$ cat config.mk
export PLATFORM = sky130hd
export DESIGN_NAME = ser_par_smul
export DESIGN_NICKNAME = d
export VERILOG_FILES = /design/src/rtl/smul_pkg.sv /design/src/rtl/smul_cell.sv /design/src/rtl/smul_seq.sv /design/src/rtl/ser_par_smul.sv
export SDC_FILE = /design/constraint.sdc
export NUM_CORES = 1
export LEC_CHECK = 0
export BUFFER_PORTS_ARGS = -buffer_cell sky130_fd_sc_hd__buf_2
export CORE_ASPECT_RATIO = 1.1
export CORE_MARGIN = 4
export CORE_UTILIZATION = 52
export DETAILED_ROUTE_END_ITERATION = 10
export PLACE_DENSITY = 0.72
export SETUP_SLACK_MARGIN = 0.2
export SYNTH_ARGS = -nofsm -noshare
export SYNTH_HDL_FRONTEND = slang
export SYNTH_SLANG_ARGS = --single-unit
$ cat constraint.sdc
create_clock -name clk_i -period 2 [get_ports clk_i]
set_input_delay 0.2 -clock clk_i [delete_from_list [all_inputs] [get_ports clk_i]]
set_output_delay 0.2 -clock clk_i [all_outputs]
set_load 0.05 [all_outputs]
$ cat src/rtl/smul_pkg.sv
package smul_pkg;
  typedef struct packed {
    logic c;
    logic s;
  } cell_st_t;

  function automatic int smul_len(input int a_w, input int b_w);
    return a_w + b_w;
  endfunction
endpackage

$ cat src/rtl/smul_cell.sv
module smul_cell
  import smul_pkg::*;
#(
  parameter bit IS_TOP = 1'b0
) (
  input  logic clk_i,
  input  logic rst_ni,
  input  logic en_i,
  input  logic clr_i,
  input  logic a_i,
  input  logic b_i,
  input  logic s_up_i,
  output logic s_o
);
  cell_st_t st_q, st_d;
  logic     x, s_eff, c_eff;
  logic [1:0] tot;

  always_comb begin
    // sign cell adds inverted term; the -2^(N-1) per-bit offset is
    // cancelled by presetting its carry at frame start
    x     = IS_TOP ? ~(a_i & b_i) : (a_i & b_i);
    s_eff = clr_i ? 1'b0 : s_up_i;
    c_eff = clr_i ? IS_TOP : st_q.c;
    tot   = {1'b0, x} + {1'b0, s_eff} + {1'b0, c_eff};
    st_d  = '{c: tot[1], s: tot[0]};
  end

  always_ff @(posedge clk_i or negedge rst_ni) begin
    if (!rst_ni)   st_q <= '0;
    else if (en_i) st_q <= st_d;
  end

  assign s_o = st_q.s;
endmodule

$ cat src/rtl/smul_seq.sv
module smul_seq #(
  parameter int LEN = 14
) (
  input  logic clk_i,
  input  logic rst_ni,
  input  logic frame_i,
  output logic active_o,
  output logic busy_o,
  output logic valid_o
);
  localparam int CW = $clog2(LEN + 1);

  logic [CW-1:0] cnt_q;
  logic          valid_q;

  assign busy_o   = (cnt_q != '0);
  assign active_o = frame_i | busy_o;

  always_ff @(posedge clk_i or negedge rst_ni) begin
    if (!rst_ni) begin
      cnt_q   <= '0;
      valid_q <= 1'b0;
    end else begin
      valid_q <= active_o;
      if (frame_i)     cnt_q <= CW'(LEN - 1);
      else if (busy_o) cnt_q <= cnt_q - 1'b1;
    end
  end

  assign valid_o = valid_q;
endmodule

$ cat src/rtl/ser_par_smul.sv
module ser_par_smul
  import smul_pkg::*;
#(
  parameter int MCAND_W = 8,
  parameter int SER_W   = 6
) (
  input  logic               clk_i,
  input  logic               rst_ni,
  input  logic               load_i,
  input  logic [MCAND_W-1:0] mcand_i,
  input  logic               frame_i,
  input  logic               serial_i,
  output logic               serial_o,
  output logic               valid_o
);
  localparam int LEN = smul_len(MCAND_W, SER_W);

  logic [MCAND_W-1:0] mcand_q;
  logic [MCAND_W:0]   sum_w;
  logic               active, busy, valid_w;

  smul_seq #(.LEN(LEN)) u_seq (
    .clk_i   (clk_i),
    .rst_ni  (rst_ni),
    .frame_i (frame_i),
    .active_o(active),
    .busy_o  (busy),
    .valid_o (valid_w)
  );

  always_ff @(posedge clk_i or negedge rst_ni) begin
    if (!rst_ni)                          mcand_q <= '0;
    else if (load_i && !busy && !frame_i) mcand_q <= mcand_i;
  end

  assign sum_w[MCAND_W] = 1'b0;

  for (genvar j = 0; j < MCAND_W; j++) begin : g_cell
    smul_cell #(.IS_TOP(j == MCAND_W - 1)) u_cell (
      .clk_i (clk_i),
      .rst_ni(rst_ni),
      .en_i  (active),
      .clr_i (frame_i),
      .a_i   (mcand_q[j]),
      .b_i   (serial_i),
      .s_up_i(sum_w[j+1]),
      .s_o   (sum_w[j])
    );
  end

  assign valid_o  = valid_w;
  assign serial_o = valid_w & sum_w[0];
endmodule

==> run metrics, run 1 <==
overall fraction of global-route tracks in use=14.7%; Internal Power=0.791 mW; initial core utilization=56.1%; worst-path fanout max=12; width of the die=58.4 um; CTS HTree Levels=2; Port Buf Inserts=14; final setup violating endpoints=0; Core Region=2590 um^2; vias in the first global route=890; die span in y=63.4 um; Mean Syn Cell Area=13.7 um^2; post-synth design cell area=1450 um^2; clock transition at the register clock pins on the worst setup and hold paths after CTS=0.08 ns; Rows=19; Power Dens Cells=644 nW/um^2; source-to-sink clock delay at the later pin of the worst-skew pair=0.31 ns; Routed WL per cell=13.8 um; asr flop ratio synth=100%; Top FF cell, synth=sky130_fd_sc_hd__dfrtp_1; pin count of the biggest net entering global routing=30; I/O pins=15; count of antenna diodes in the layout=0; most frequent standard cell in the layout excluding fill and tap cells=sky130_fd_sc_hd__dfrtp_1; min cycle time layout=1.70 ns; peak supply drop=569 uV; top achievable clock speed=589 MHz; total number of clock tree sinks=29; setup_tns=0 ns; clock root buffer master=sky130_fd_sc_hd__clkbuf_4; post-layout instance area=1610 um^2; fraction of power consumed by sequential logic=60.2%; DR DRC count=0; number of enable-type register cells in the synthesized netlist=0; fraction of the yosys area taken by sequential cells=50.0%; share of total power consumed by net switching=23.6%; startpoint-to-endpoint class of the critical path=flop to flop; combinational power share=8.7%; Post-CTS Setup Repair Bufs=0; worst min-delay path startpoint=mcand_i[0]; vias per std cell=5.22; Gate Count Post-Synth=106; launching element type of the critical path=flop; switching power=0.244 mW; total gr overflow=0; result of the run=complete, no violations; detailed-route via count=824; setup repair after global routing missed its margin=yes; Net count, final=149; iteration count of the initial detailed-routing pass=4; final weighted congestion of routability-driven global placement=0.723; Synthesized Nets=129; Post-Route Skew=0.00116 ns; CTS tree=built; worst path required time=2.20 ns; clock buffer count from CTS=5; count of warnings emitted by yosys=0; Final ANT Viol Nets=0; number of design-rule violations left by the first detailed-router iteration=17; Area after DPL=1550 um^2; area added between synthesis and finish=10.7%; Pins Over Slew Limit=0; #FFs+latches synth=29; Clk network pwr share=31.0%; Post-Route WL=2.18 mm; leak pwr=0.811 nW; detailed-placement wirelength estimate=1.54 mm; Final Hold Vio Count=0; share of cells above drive strength 1=37.8%; antenna violations before repair=0; global-route wire length before repair=4.00 mm; max_cap viols=0; buffers from clock root to sink, at most=2; commonest cells after routing, fill and taps aside=sky130_fd_sc_hd__dfrtp_1 (29), sky130_fd_sc_hd__mux2_2 (24), sky130_fd_sc_hd__nor2b_1 (14), sky130_fd_sc_hd__buf_2 (14), sky130_fd_sc_hd__and2_1 (8); element type at the critical path end=flop; path class of the lowest-slack min-delay path=input pin to flop; launching instance or port of the critical path=u_seq.cnt_q[0]; count of cell types in the netlist=22; data arrival time of the critical path=1.90 ns; Final period util=84.9%; Die Area=3700 um^2; reg2reg start=u_seq.cnt_q[0]; actual slew at the worst max-slew pin=0.628 ns; worst relative slew slack=58.1%
[per-stage QoR]
stage	std cells	hold slack, ns	util (%)	setup WS [ns]	power (mW)
2_1_floorplan	106	-0.0956	-	0.396	0.687
3_3_place_gp	149	0.259	59.8	0.368	0.722
3_5_place_dp	149	0.259	59.8	0.318	0.728
4_1_cts	158	0.0934	62.0	0.300	1.06
5_1_grt	158	0.0824	62.0	0.196	1.10
6_report	158	0.111	62.0	0.301	1.04
[worst max-delay path, stage by stage (launching register included)]
cell,delay (ns)
sky130_fd_sc_hd__dfrtp_1,0.38
sky130_fd_sc_hd__inv_1,0.11
sky130_fd_sc_hd__ha_1,0.18
sky130_fd_sc_hd__nor4b_4,0.31
sky130_fd_sc_hd__buf_4,0.26
sky130_fd_sc_hd__mux2_2,0.35
[state kept, by name (all words and copies together) (netlist names)]
| signal | count |
|---|---|
| u_seq.cnt_q | 4 |
| mcand_q | 8 |
| g_cell.u_cell.s_o | 8 |
| u_seq.valid_o | 1 |
| g_cell.u_cell.st_q | 8 |
[per-layer routing]
layer  vias up  track usage (%)  wire, um
li1        388                -         -
met1       415             17.9       993
met2        15             22.6      1030
met3         6             6.12       110
met4         0             6.09        45
met5         -                0         0
[synthesized netlist by cell type, types with 2 or more instances]
library cell              count  share of area [%]
sky130_fd_sc_hd__dfrtp_1     29                 50
sky130_fd_sc_hd__mux2_2      24                 19
sky130_fd_sc_hd__nor2b_1     14                6.0
sky130_fd_sc_hd__and2_1       8                3.4
sky130_fd_sc_hd__fa_1         7                9.6
sky130_fd_sc_hd__ha_1         3                2.6
sky130_fd_sc_hd__inv_1        3               0.78
sky130_fd_sc_hd__nor2_1       2               0.52
sky130_fd_sc_hd__nor3_1       2               0.69
sky130_fd_sc_hd__or3_1        2               0.86
[timing repair]
action / in CTS / in global routing
resized for setup: 0 / 0
endpoints found under the setup margin: 0 / 2
hold endpoints to repair: 29 / 0
hold buffers: 1 / 0
[final timing paths]
kind	to	slack, ns	cells after the start
hold / removal	mcand_q[0]	0.11	2
setup reg to reg	g_cell[4].u_cell.st_q[1]	0.30	5
max in group asynchronous	mcand_q[3]	1.16	2
setup / recovery	g_cell[4].u_cell.st_q[1]	0.30	5
hold reg to reg	g_cell[1].u_cell.st_q[1]	0.50	1
min in group asynchronous	u_seq.cnt_q[3]	0.44	2
[power groups by stage]
stage               Sequential [mW]  Combinational, mW  Clock, mW
finish                        0.624             0.0906      0.321
global route                  0.627              0.104      0.370
CTS                           0.624             0.0936      0.340
detailed placement            0.636             0.0915          0
global placement              0.634             0.0875          0
floorplan                     0.632             0.0553          0
[final cells by class]
type                            count  area [um^2]
Fill cell                         217          983
Sequential cell                    29          726
Multi-Input combinational cell     70          688
Timing Repair Buffer               17         95.1
Clock buffer                        8         48.8
Tap cell                           31         38.8
Inverter                            3         11.3
[cells by family (layout without fill, tap and decap cells)]
group / count (synthesis) / in the layout / synth area share (%)
xor+xnor: 1 / 1 / 0.603
compound gates: 3 / 3 / 1.29
fa+ha+maj: 10 / 10 / 12.2
buf+inv: 7 / 28 / 2.67
mux: 24 / 24 / 18.6
simple gates: 32 / 32 / 14.6
flops: 29 / 29 / 50.0
Note: power is estimated with default switching activity, not from simulation.
==> inputs of run 2 (changes only) <==
--- a/config.mk
+++ b/config.mk
@@ -5,12 +5,13 @@
 export SDC_FILE = /design/constraint.sdc
 export NUM_CORES = 1
 export LEC_CHECK = 0
+export ABC_AREA = 1
 export BUFFER_PORTS_ARGS = -buffer_cell sky130_fd_sc_hd__buf_2
 export CORE_ASPECT_RATIO = 1.1
 export CORE_MARGIN = 4
 export CORE_UTILIZATION = 52
 export DETAILED_ROUTE_END_ITERATION = 10
-export PLACE_DENSITY = 0.72
+export PLACE_DENSITY = 0.71
 export SETUP_SLACK_MARGIN = 0.2
 export SYNTH_ARGS = -nofsm -noshare
 export SYNTH_HDL_FRONTEND = slang
==> constraint.sdc (replaced) <==
create_clock -name clk_i -period 1.7 [get_ports clk_i]
set_input_delay 0.17 -clock clk_i [delete_from_list [all_inputs] [get_ports clk_i]]
set_output_delay 0.17 -clock clk_i [all_outputs]
set_load 0.05 [all_outputs]
==> run metrics, run 2 <==
peak supply drop=475 uV (-16%); vias per std cell=5.03 (-3.5%); count of warnings emitted by yosys=0 (unchanged); count of antenna diodes in the layout=0 (unchanged); max_cap viols=0 (unchanged); Net count, final=223 (+50%); fraction of the yosys area taken by sequential cells=45.0% (-4.9 points); Top FF cell, synth=sky130_fd_sc_hd__dfrtp_1; Gate Count Post-Synth=179 (+69%); number of design-rule violations left by the first detailed-router iteration=48 (+31); width of the die=61.1 um (+4.6%); clock transition at the register clock pins on the worst setup and hold paths after CTS=0.09 ns (about the same); setup repair after global routing missed its margin=yes; share of cells above drive strength 1=28.4% (-9.4 points); pin count of the biggest net entering global routing=30 (unchanged); Core Region=2880 um^2 (+11%); ranking of synthesized cells by area=sky130_fd_sc_hd__dfrtp_1 (45%), sky130_fd_sc_hd__nand2_1 (12%), sky130_fd_sc_hd__o21ai_2 (9.8%), sky130_fd_sc_hd__fa_1 (8.7%), sky130_fd_sc_hd__inv_1 (6.8%); data arrival time of the critical path=1.69 ns (-0.21 ns); vias in the first global route=1,149 (+29%); buffers from clock root to sink, at most=2 (unchanged); Rows=20 (+1); total gr overflow=0 (unchanged); final hold slack=0.0960 ns (-0.0152 ns); global-route wire length before repair=5.34 mm (+34%); detailed-placement wirelength estimate=1.92 mm (+24%); iteration count of the initial detailed-routing pass=4 (unchanged); total number of clock tree sinks=29 (unchanged); worst relative slew slack=56.0% (-2.1 points); result of the run=complete, no violations; I/O pins=15 (unchanged); die span in y=66.4 um (+4.7%); Mean Syn Cell Area=9.00 um^2 (-34%); Commonest cells post-synth=sky130_fd_sc_hd__nand2_1 (50), sky130_fd_sc_hd__dfrtp_1 (29), sky130_fd_sc_hd__inv_1 (29), sky130_fd_sc_hd__o21ai_2 (18), sky130_fd_sc_hd__nor2_1 (17); Post-Route Skew=0.00695 ns (+0.00579 ns); launching element type of the critical path=flop; Final period util=84.6% (-0.33 points); path class of the lowest-slack min-delay path=input pin to flop; commonest cells after routing, fill and taps aside=sky130_fd_sc_hd__nand2_1 (45), sky130_fd_sc_hd__dfrtp_1 (29), sky130_fd_sc_hd__inv_1 (27); min cycle time layout=1.44 ns (-0.260 ns); area added between synthesis and finish=13.1%; setup_tns=0 ns (unchanged); Die Area=4050 um^2 (+9.5%); Routed WL per cell=13.1 um (-4.7%); clock buffer count from CTS=5 (unchanged); overall fraction of global-route tracks in use=17.9% (+3.2 points); detailed-route via count=1,178 (+43%); initial core utilization=56.0% (-0.060 points); actual slew at the worst max-slew pin=0.661 ns (+0.0321 ns); startpoint-to-endpoint class of the critical path=flop to flop; number of enable-type register cells in the synthesized netlist=0 (unchanged); asr flop ratio synth=100% (unchanged); DR DRC count=0 (unchanged); most frequent cell after synthesis=sky130_fd_sc_hd__nand2_1; final weighted congestion of routability-driven global placement=0.721 (-0.25%); Post-Route WL=3.08 mm (+41%); leak pwr=0.967 nW (+19%); clock root buffer master=sky130_fd_sc_hd__clkbuf_4; CTS tree=built; Pins Over Slew Limit=0 (unchanged); source-to-sink clock delay at the later pin of the worst-skew pair=0.32 ns (about the same); element type at the critical path end=flop; Final Hold Vio Count=0 (unchanged); top achievable clock speed=695 MHz (+18%); area share of the largest cell type after synthesis=45.0% (-4.9 points); antenna violations before repair=0 (unchanged); Power Dens Cells=691 nW/um^2 (+7.2%); final setup violating endpoints=0 (unchanged); #FFs+latches synth=29 (unchanged); Port Buf Inserts=14 (unchanged); worst-path fanout max=9 (-3); Final ANT Viol Nets=0 (unchanged); count of cell types in the netlist=17 (-23%); Synthesized Nets=202 (+57%); most frequent standard cell in the layout excluding fill and tap cells=sky130_fd_sc_hd__nand2_1; post-synth design cell area=1610 um^2 (+11%); area leader, netlist=sky130_fd_sc_hd__dfrtp_1; CTS HTree Levels=2 (unchanged); worst path required time=1.95 ns (-0.25 ns)
[run 2: cell count changes after synthesis, sizes merged, moves of 4 or more]
| cell | previous run | this run |
|---|---|---|
| nand4 | 0 | 8 |
| nand3 | 0 | 5 |
| buf | 3 | 7 |
| nor2 | 2 | 19 |
| and2 | 8 | 0 |
| nor2b | 14 | 0 |
| mux2 | 24 | 0 |
| o21ai | 1 | 18 |
| nand2 | 2 | 51 |
| inv | 3 | 29 |
[run 2: where the power goes]
group | internal [mW] | switching (mW) | total (mW)
logic | 0.0514 | 0.0948 | 0.146
clock network | 0.165 | 0.225 | 0.389
registers | 0.710 | 0.0137 | 0.724
total | 0.926 | 0.333 | 1.26
[run 2: final cells by class]
class,count,area (um^2)
multi-input cells,114,769
flip-flops and latches,29,726
repair buffers,21,129
fillers,258,1050
inverters,29,109
clock buffers,8,48.8
well taps,33,41.3
[run 2: kinds of logic (layout without fill, tap and decap cells)]
| kind of cell | after synthesis | after routing | synth area share [%] |
|---|---|---|---|
| compound gates | 19 | 19 | 10.1 |
| simple gates | 83 | 85 | 22.9 |
| fa+ha+maj | 10 | 10 | 11.0 |
| flops | 29 | 29 | 45.0 |
| buf+inv | 38 | 58 | 10.9 |
[run 2: what timing repair did]
action,4_1_cts,5_1_grt
setup buffers,2,3
hold endpoints to repair,29,0
pin swaps,2,1
resized for setup,5,7
setup endpoints to repair,22,19
hold buffers,1,0
cloned,1,1
[run 2: worst max-delay path: stages (launching register included)]
cell and delay, ns:
sky130_fd_sc_hd__dfrtp_1 0.41, sky130_fd_sc_hd__inv_2 0.10, sky130_fd_sc_hd__ha_2 0.18, sky130_fd_sc_hd__inv_1 0.06, sky130_fd_sc_hd__nor2_4 0.14, sky130_fd_sc_hd__buf_4 0.19
sky130_fd_sc_hd__nand2_4 0.12, sky130_fd_sc_hd__o21ai_2 0.15
[run 2: through the flow]
step	cell area (um^2)	utilization, %	setup WS [ns]	total power [mW]	cells
floorplan	1610	-	0.370	0.818	179
global route	1820	63.3	0.179	1.34	234
detailed placement	1660	57.8	0.0128	0.861	218
global placement	1660	57.8	0.134	0.855	218
finish	1820	63.3	0.262	1.26	234
CTS	1770	61.5	0.233	1.27	230
[run 2: path summary, 6_finish.rpt]
path,startpoint,end,slack (ns),depth (start not counted)
setup / recovery,u_seq.cnt_q[0],g_cell[4].u_cell.st_q[1],0.26,7
hold / removal,mcand_i[0],mcand_q[0],0.1,3
setup reg to reg,u_seq.cnt_q[0],g_cell[4].u_cell.st_q[1],0.26,7
hold reg to reg,mcand_q[0],mcand_q[0],0.48,2
max in group asynchronous,rst_ni,mcand_q[5],0.86,2
min in group asynchronous,rst_ni,g_cell[6].u_cell.s_o,0.40,2
[run 2: layer usage]
metal  vias to the layer above  global-route usage (%)  wire, um
met5                         -                       0         0
met4                         0                    3.25         0
met3                         0                    5.86       114
met2                        16                    26.3      1500
met1                       566                    25.7      1460
li1                        596                       -         -
